$ cat src/rtl/pwr_mode_pkg.sv
package pwr_mode_pkg;
  typedef enum logic [1:0] {
    PM_RUN   = 2'b00,
    PM_IDLE  = 2'b01,
    PM_SLEEP = 2'b10
  } pm_state_e;

  localparam int unsigned OP_W = 2;
  localparam logic [OP_W-1:0] OP_SLEEP = 2'b01;
  localparam logic [OP_W-1:0] OP_IDLE  = 2'b10;
endpackage

$ cat src/rtl/pwr_wake_detect.sv
module pwr_wake_detect #(
  parameter int unsigned N_SRC = 8
) (
  input  logic [N_SRC-1:0] irq_pend,
  input  logic [N_SRC-1:0] irq_en,
  output logic             irq_wake
);
  logic [N_SRC-1:0] src_hit;

  // one qualifying gate per interrupt source
  for (genvar g = 0; g < N_SRC; g++) begin : g_src
    assign src_hit[g] = irq_pend[g] & irq_en[g];
  end

  assign irq_wake = |src_hit;
endmodule

$ cat src/rtl/pwr_state_fsm.sv
module pwr_state_fsm
  import pwr_mode_pkg::*;
(
  input  logic            clk,
  input  logic            rst_n,
  input  logic            save_req,
  input  logic [OP_W-1:0] save_op,
  input  logic            irq_wake,
  input  logic            wdt_timeout,
  output pm_state_e       state_q,
  output pm_state_e       state_nxt,
  output logic            enter_sleep,
  output logic            leave_low
);
  always_comb begin
    state_nxt   = state_q;
    enter_sleep = 1'b0;
    leave_low   = 1'b0;
    unique case (state_q)
      PM_RUN: begin
        // an enabled pending interrupt cancels the entry attempt
        if (save_req && !irq_wake) begin
          if (save_op == OP_SLEEP) begin
            state_nxt   = PM_SLEEP;
            enter_sleep = 1'b1;
          end else if (save_op == OP_IDLE) begin
            state_nxt = PM_IDLE;
          end
        end
      end
      PM_IDLE, PM_SLEEP: begin
        if (irq_wake || wdt_timeout) begin
          state_nxt = PM_RUN;
          leave_low = 1'b1;
        end
      end
      default: state_nxt = PM_RUN;
    endcase
  end

  always_ff @(posedge clk or negedge rst_n) begin
    if (!rst_n) state_q <= PM_RUN;
    else        state_q <= state_nxt;
  end
endmodule

$ cat src/rtl/pwr_gate_decode.sv
module pwr_gate_decode
  import pwr_mode_pkg::*;
(
  input  logic      clk,
  input  logic      rst_n,
  input  pm_state_e state_nxt,
  input  logic      wdt_enable,
  input  logic      enter_sleep,
  input  logic      leave_low,
  output logic      cpu_clk_en,
  output logic      periph_clk_en,
  output logic      main_osc_en,
  output logic      lprc_osc_en,
  output logic      fscm_en,
  output logic      wdt_clr,
  output logic      wake
);
  logic cpu_d, per_d, mosc_d, lprc_d, fscm_d, clr_d, wake_d;

  always_comb begin
    cpu_d  = (state_nxt == PM_RUN);
    per_d  = (state_nxt != PM_SLEEP);
    mosc_d = (state_nxt != PM_SLEEP);
    fscm_d = (state_nxt != PM_SLEEP);
    lprc_d = (state_nxt != PM_SLEEP) | wdt_enable;
    clr_d  = enter_sleep & wdt_enable;
    wake_d = leave_low;
  end

  always_ff @(posedge clk or negedge rst_n) begin
    if (!rst_n) begin
      cpu_clk_en    <= 1'b1;
      periph_clk_en <= 1'b1;
      main_osc_en   <= 1'b1;
      lprc_osc_en   <= 1'b1;
      fscm_en       <= 1'b1;
      wdt_clr       <= 1'b0;
      wake          <= 1'b1;
    end else begin
      cpu_clk_en    <= cpu_d;
      periph_clk_en <= per_d;
      main_osc_en   <= mosc_d;
      lprc_osc_en   <= lprc_d;
      fscm_en       <= fscm_d;
      wdt_clr       <= clr_d;
      wake          <= wake_d;
    end
  end
endmodule

$ cat src/rtl/pwr_osc_hold.sv
module pwr_osc_hold
  import pwr_mode_pkg::*;
#(
  parameter int unsigned       OSC_W   = 3,
  parameter logic [OSC_W-1:0] OSC_RST = '0
) (
  input  logic             clk,
  input  logic             rst_n,
  input  pm_state_e        state_q,
  input  logic [OSC_W-1:0] osc_req,
  output logic [OSC_W-1:0] osc_sel
);
  logic osc_load;

  assign osc_load = (state_q == PM_RUN);

  always_ff @(posedge clk or negedge rst_n) begin
    if (!rst_n)        osc_sel <= OSC_RST;
    else if (osc_load) osc_sel <= osc_req;
  end
endmodule

$ cat src/rtl/pwr_mode_ctrl.sv
module pwr_mode_ctrl
  import pwr_mode_pkg::*;
#(
  parameter int unsigned       N_SRC   = 8,
  parameter int unsigned       OSC_W   = 3,
  parameter logic [OSC_W-1:0] OSC_RST = '0
) (
  input  logic             clk,
  input  logic             rst_n,
  input  logic             save_req,
  input  logic [OP_W-1:0]  save_op,
  input  logic [N_SRC-1:0] irq_pend,
  input  logic [N_SRC-1:0] irq_en,
  input  logic             wdt_timeout,
  input  logic             wdt_enable,
  input  logic [OSC_W-1:0] osc_req,
  output logic             cpu_clk_en,
  output logic             periph_clk_en,
  output logic             main_osc_en,
  output logic             lprc_osc_en,
  output logic             fscm_en,
  output logic             wdt_clr,
  output logic             wake,
  output logic [OSC_W-1:0] osc_sel
);
  logic      rst_meta_n, rst_core_n;
  logic      irq_wake, enter_sleep, leave_low;
  pm_state_e state_q, state_nxt;

  // asserts at once, releases on the second clock edge
  always_ff @(posedge clk or negedge rst_n) begin
    if (!rst_n) begin
      rst_meta_n <= 1'b0;
      rst_core_n <= 1'b0;
    end else begin
      rst_meta_n <= 1'b1;
      rst_core_n <= rst_meta_n;
    end
  end

  pwr_wake_detect #(.N_SRC(N_SRC)) u_wake (
    .irq_pend (irq_pend),
    .irq_en   (irq_en),
    .irq_wake (irq_wake)
  );

  pwr_state_fsm u_fsm (
    .clk         (clk),
    .rst_n       (rst_core_n),
    .save_req    (save_req),
    .save_op     (save_op),
    .irq_wake    (irq_wake),
    .wdt_timeout (wdt_timeout),
    .state_q     (state_q),
    .state_nxt   (state_nxt),
    .enter_sleep (enter_sleep),
    .leave_low   (leave_low)
  );

  pwr_gate_decode u_gate (
    .clk           (clk),
    .rst_n         (rst_core_n),
    .state_nxt     (state_nxt),
    .wdt_enable    (wdt_enable),
    .enter_sleep   (enter_sleep),
    .leave_low     (leave_low),
    .cpu_clk_en    (cpu_clk_en),
    .periph_clk_en (periph_clk_en),
    .main_osc_en   (main_osc_en),
    .lprc_osc_en   (lprc_osc_en),
    .fscm_en       (fscm_en),
    .wdt_clr       (wdt_clr),
    .wake          (wake)
  );

  pwr_osc_hold #(.OSC_W(OSC_W), .OSC_RST(OSC_RST)) u_osc (
    .clk     (clk),
    .rst_n   (rst_core_n),
    .state_q (state_q),
    .osc_req (osc_req),
    .osc_sel (osc_sel)
  );
endmodule

$ cat config.mk
export PLATFORM = sky130hd
export DESIGN_NAME = pwr_mode_ctrl
export DESIGN_NICKNAME = d
export VERILOG_FILES = /design/src/rtl/pwr_mode_pkg.sv /design/src/rtl/pwr_wake_detect.sv /design/src/rtl/pwr_state_fsm.sv /design/src/rtl/pwr_gate_decode.sv /design/src/rtl/pwr_osc_hold.sv /design/src/rtl/pwr_mode_ctrl.sv
export SDC_FILE = /design/constraint.sdc
export NUM_CORES = 1
export LEC_CHECK = 0
export ABC_CLOCK_PERIOD_IN_PS = 800
export BUFFER_PORTS_ARGS = -buffer_cell sky130_fd_sc_hd__buf_2
export CAP_MARGIN = 10
export CORE_AREA = 2 2 46 48
export DETAILED_ROUTE_END_ITERATION = 16
export DIE_AREA = 0 0 48 50
export GPL_TIMING_DRIVEN = 0
export PLACE_DENSITY_LB_ADDON = 0.1
export SYNTH_ARGS = -nofsm -noshare
export SYNTH_HDL_FRONTEND = slang
export SYNTH_SLANG_ARGS = --single-unit
$ cat constraint.sdc
create_clock -name clk -period 0.8 [get_ports clk]
set_clock_uncertainty 0.05 [all_clocks]
set_input_delay 0.16 -clock clk [delete_from_list [all_inputs] [get_ports clk]]
set_output_delay 0.16 -clock clk [all_outputs]
set_load 0.03 [all_outputs]
==> impl_metrics.ini <==
[setup_path]
crit_type = flop to flop
worstRegToRegCells = 6
path_cells = inv_2, ha_4, nor2b_4, a21oi_2, o32ai_4, nand3b_1
r2r_slack_ns = -0.64
arrival_ns = 1.58
worstPathMaxFanout = 4
crit_path_end_kind = flop
slowest_delay_ns = 0.38
required_ns = 0.94
crit_slowest_cell = dfrtp_1
critPathLaunchType = flop

[logic_synthesis]
synthArstFlopShare = 1.000
synth-main-ff-cell = dfrtp_1
synthCells = 49
synth_edf_count = 0
synth_area_um2 = 625.6
ys_types = 25
seq_area_frac_synth = 0.4880
synth_nets = 77
avgSynthCellArea_um2 = 12.77
synth-seq-cells = 12
yosysWarnings = 0

[detailed_routing]
viasPerCell = 4.447
drc = 0
drt-total-wl_um = 1450
drtAntennaViolNets = 0
vias = 547
dr.first_iter.drc_count = 0
wl_per_cell_um = 11.79
firstDrtPassIters = 1

[sta]
max_freq_mhz = 696.3
rsz0062_at_grt = yes
hold_viol = 0
drv_slew = 0
setup_tns_ns = -8.197
setup_violations = 20
fin_crit_sh = 1.795
final.setup.worst_slack_ns = -0.6361
fin_crit_ns = 1.436

[global_routing]
grt_pass1_wl_um = 2380
grt_start_max_net_pins = 11
grt.overflow.total = 0
antenna_found_initial = 0
track_usage = 0.1463
grt_pass1_vias = 562

[clocking]
cts_buffers = 3
clkLatencyLatePin_ns = 0.27
clk_path_buf_depth = 2
path_clk_slew_ns = 0.07
cts_tree = yes
ctsHtreeMaxLevel = 1
cts_root_buf = clkbuf_4
clock-sinks = 12

[job]
maxCapViolCount = 0

[layout]
nNetsFinal = 125
diodes = 0
drive_gt1_frac = 0.7708
syn_to_final_growth_pct = 72.00

[status]
violations = negative setup slack
status = finished, violations left

[power_and_ir_drop]
static-leakage-power_nw = 0.5163
power_density_mw_per_mm2 = 2410
ir_worst_vdd_uv = 1449
total_power_mw = 2.593

[floorplan]
core_area_mm2 = 0.001902
die_area_mm2 = 0.002400
row_count = 16
fp.dieW_um = 48
die_h_um = 50
pin_count = 36
start_util = 0.3289

[placed_design]
dp_hpwl_um = 964.6
portBuffers = 35
gp_congestion = 0.6923

[min_path]
holdCritPathClass = input port to flop
hold_depth = 2
==> per-layer routing <==
layer | wire length (um) | global-route usage | vias up | share of wire
met2 | 771 | 0.2378 | 28 | 0.53
met3 | 117 | 0.07692 | 4 | 0.081
met1 | 532 | 0.1471 | 252 | 0.37
met5 | 0 | 0 | - | 0
met4 | 29 | 0.06757 | 0 | 0.020
li1 | - | - | 263 | -
==> worst paths after layout <==
kind,start,end
worst max-delay path,u_fsm.state_q[0],u_gate.lprc_osc_en
worst min-delay path,osc_req[1],u_osc.osc_sel[1]
worst max register to register,u_fsm.state_q[0],u_gate.lprc_osc_en
worst min register to register,rst_core_n,u_gate.wdt_clr
max in group asynchronous,rst_core_n,u_gate.wake
min in group asynchronous,rst_core_n,u_gate.wdt_clr
==> cell usage in the layout (no fill, tap or decap), drive strengths merged, types with 2 or more instances in the layout <==
master	netlist	layout
a22oi	4	4
clkbuf	1	4
buf	2	45
ha	2	2
nand3b	2	2
dfstp	4	4
nand2	5	5
nor2b	2	2
inv	2	2
dfrtp	8	8
mux2	3	3
nor2	2	2
a21oi	2	2
==> power by group <==
part           internal [mW]  switching, mW  total, mW
registers              0.761         0.0865      0.848
logic                  0.696          0.577       1.27
clock network          0.277          0.196      0.473
==> cell usage after synthesis (all sizes together), types with 2 or more instances <==
library cell	n	area, um^2
nand2	5	18.77
nand3b	2	15.01
nor2	2	7.510
nor2b	2	15.02
mux2	3	33.78
a22oi	4	76.32
a21oi	2	10.01
buf	2	15.01
dfrtp	8	200.2
dfstp	4	105.1
inv	2	7.510
ha	2	25.02
==> worst max-delay path, delay by kind of cell (launching register included) <==
| family | cells | cell delay, ns |
|---|---|---|
| DFF | 1 | 0.38 |
| AOI/OAI and AO/OA | 2 | 0.36 |
| adders and majority gates | 1 | 0.25 |
| and+or+nand+nor | 2 | 0.27 |
| buffers and inverters | 1 | 0.06 |
==> sequential cells by signal, indices dropped and copies added, names as in the netlist <==
signal                flops
u_gate.wdt_clr            1
rst_meta_n                1
u_gate.cpu_clk_en         1
u_gate.wake               1
u_fsm.state_q             2
u_osc.osc_sel             3
u_gate.periph_clk_en      1
u_gate.lprc_osc_en        1
rst_core_n                1
==> per-stage QoR <==
stage	hold slack, ns	area, um^2	utilization	worst slack [ns]	instances
4_1_cts	0.05867	1036	0.5447	-0.7104	121
2_1_floorplan	-0.1856	653.1	-	-0.6312	49
6_report	0.06605	1076	0.5658	-0.6361	123
5_1_grt	0.04511	1076	0.5658	-0.6994	123
3_3_place_gp	-0.1043	862.1	0.4533	-0.7712	111
3_5_place_dp	-0.1001	862.1	0.4533	-0.7665	111
==> timing repair <==
action                                  CTS  global route
buffers inserted                          5             3
endpoints found under the setup margin   20            20
hold endpoints to repair                  2             0
hold buffers                              1             0
resized for setup                        28             7
pin swaps                                 6             8
==> logic make-up after synthesis <==
family                     after synthesis  synth area share
DFF                                     12            0.4880
and+or+nand+nor                         16            0.1660
AOI/OAI and AO/OA                       10            0.2020
adders and majority gates                2           0.03999
buffers and inverters                    5           0.04399
muxes                                    3           0.05400
other                                    1          0.005994
==> final cells by class <==
| class | count | area, um^2 |
|---|---|---|
| Multi-Input combinational cell | 32 | 355.3 |
| Inverter | 2 | 7.507 |
| Sequential cell | 12 | 305.3 |
| Fill cell | 169 | 825.8 |
| Tap cell | 27 | 33.78 |
| Timing Repair Buffer | 44 | 315.3 |
| Clock buffer | 4 | 36.28 |
| Buffer | 2 | 22.52 |
Note: power is estimated with default switching activity, not from simulation.
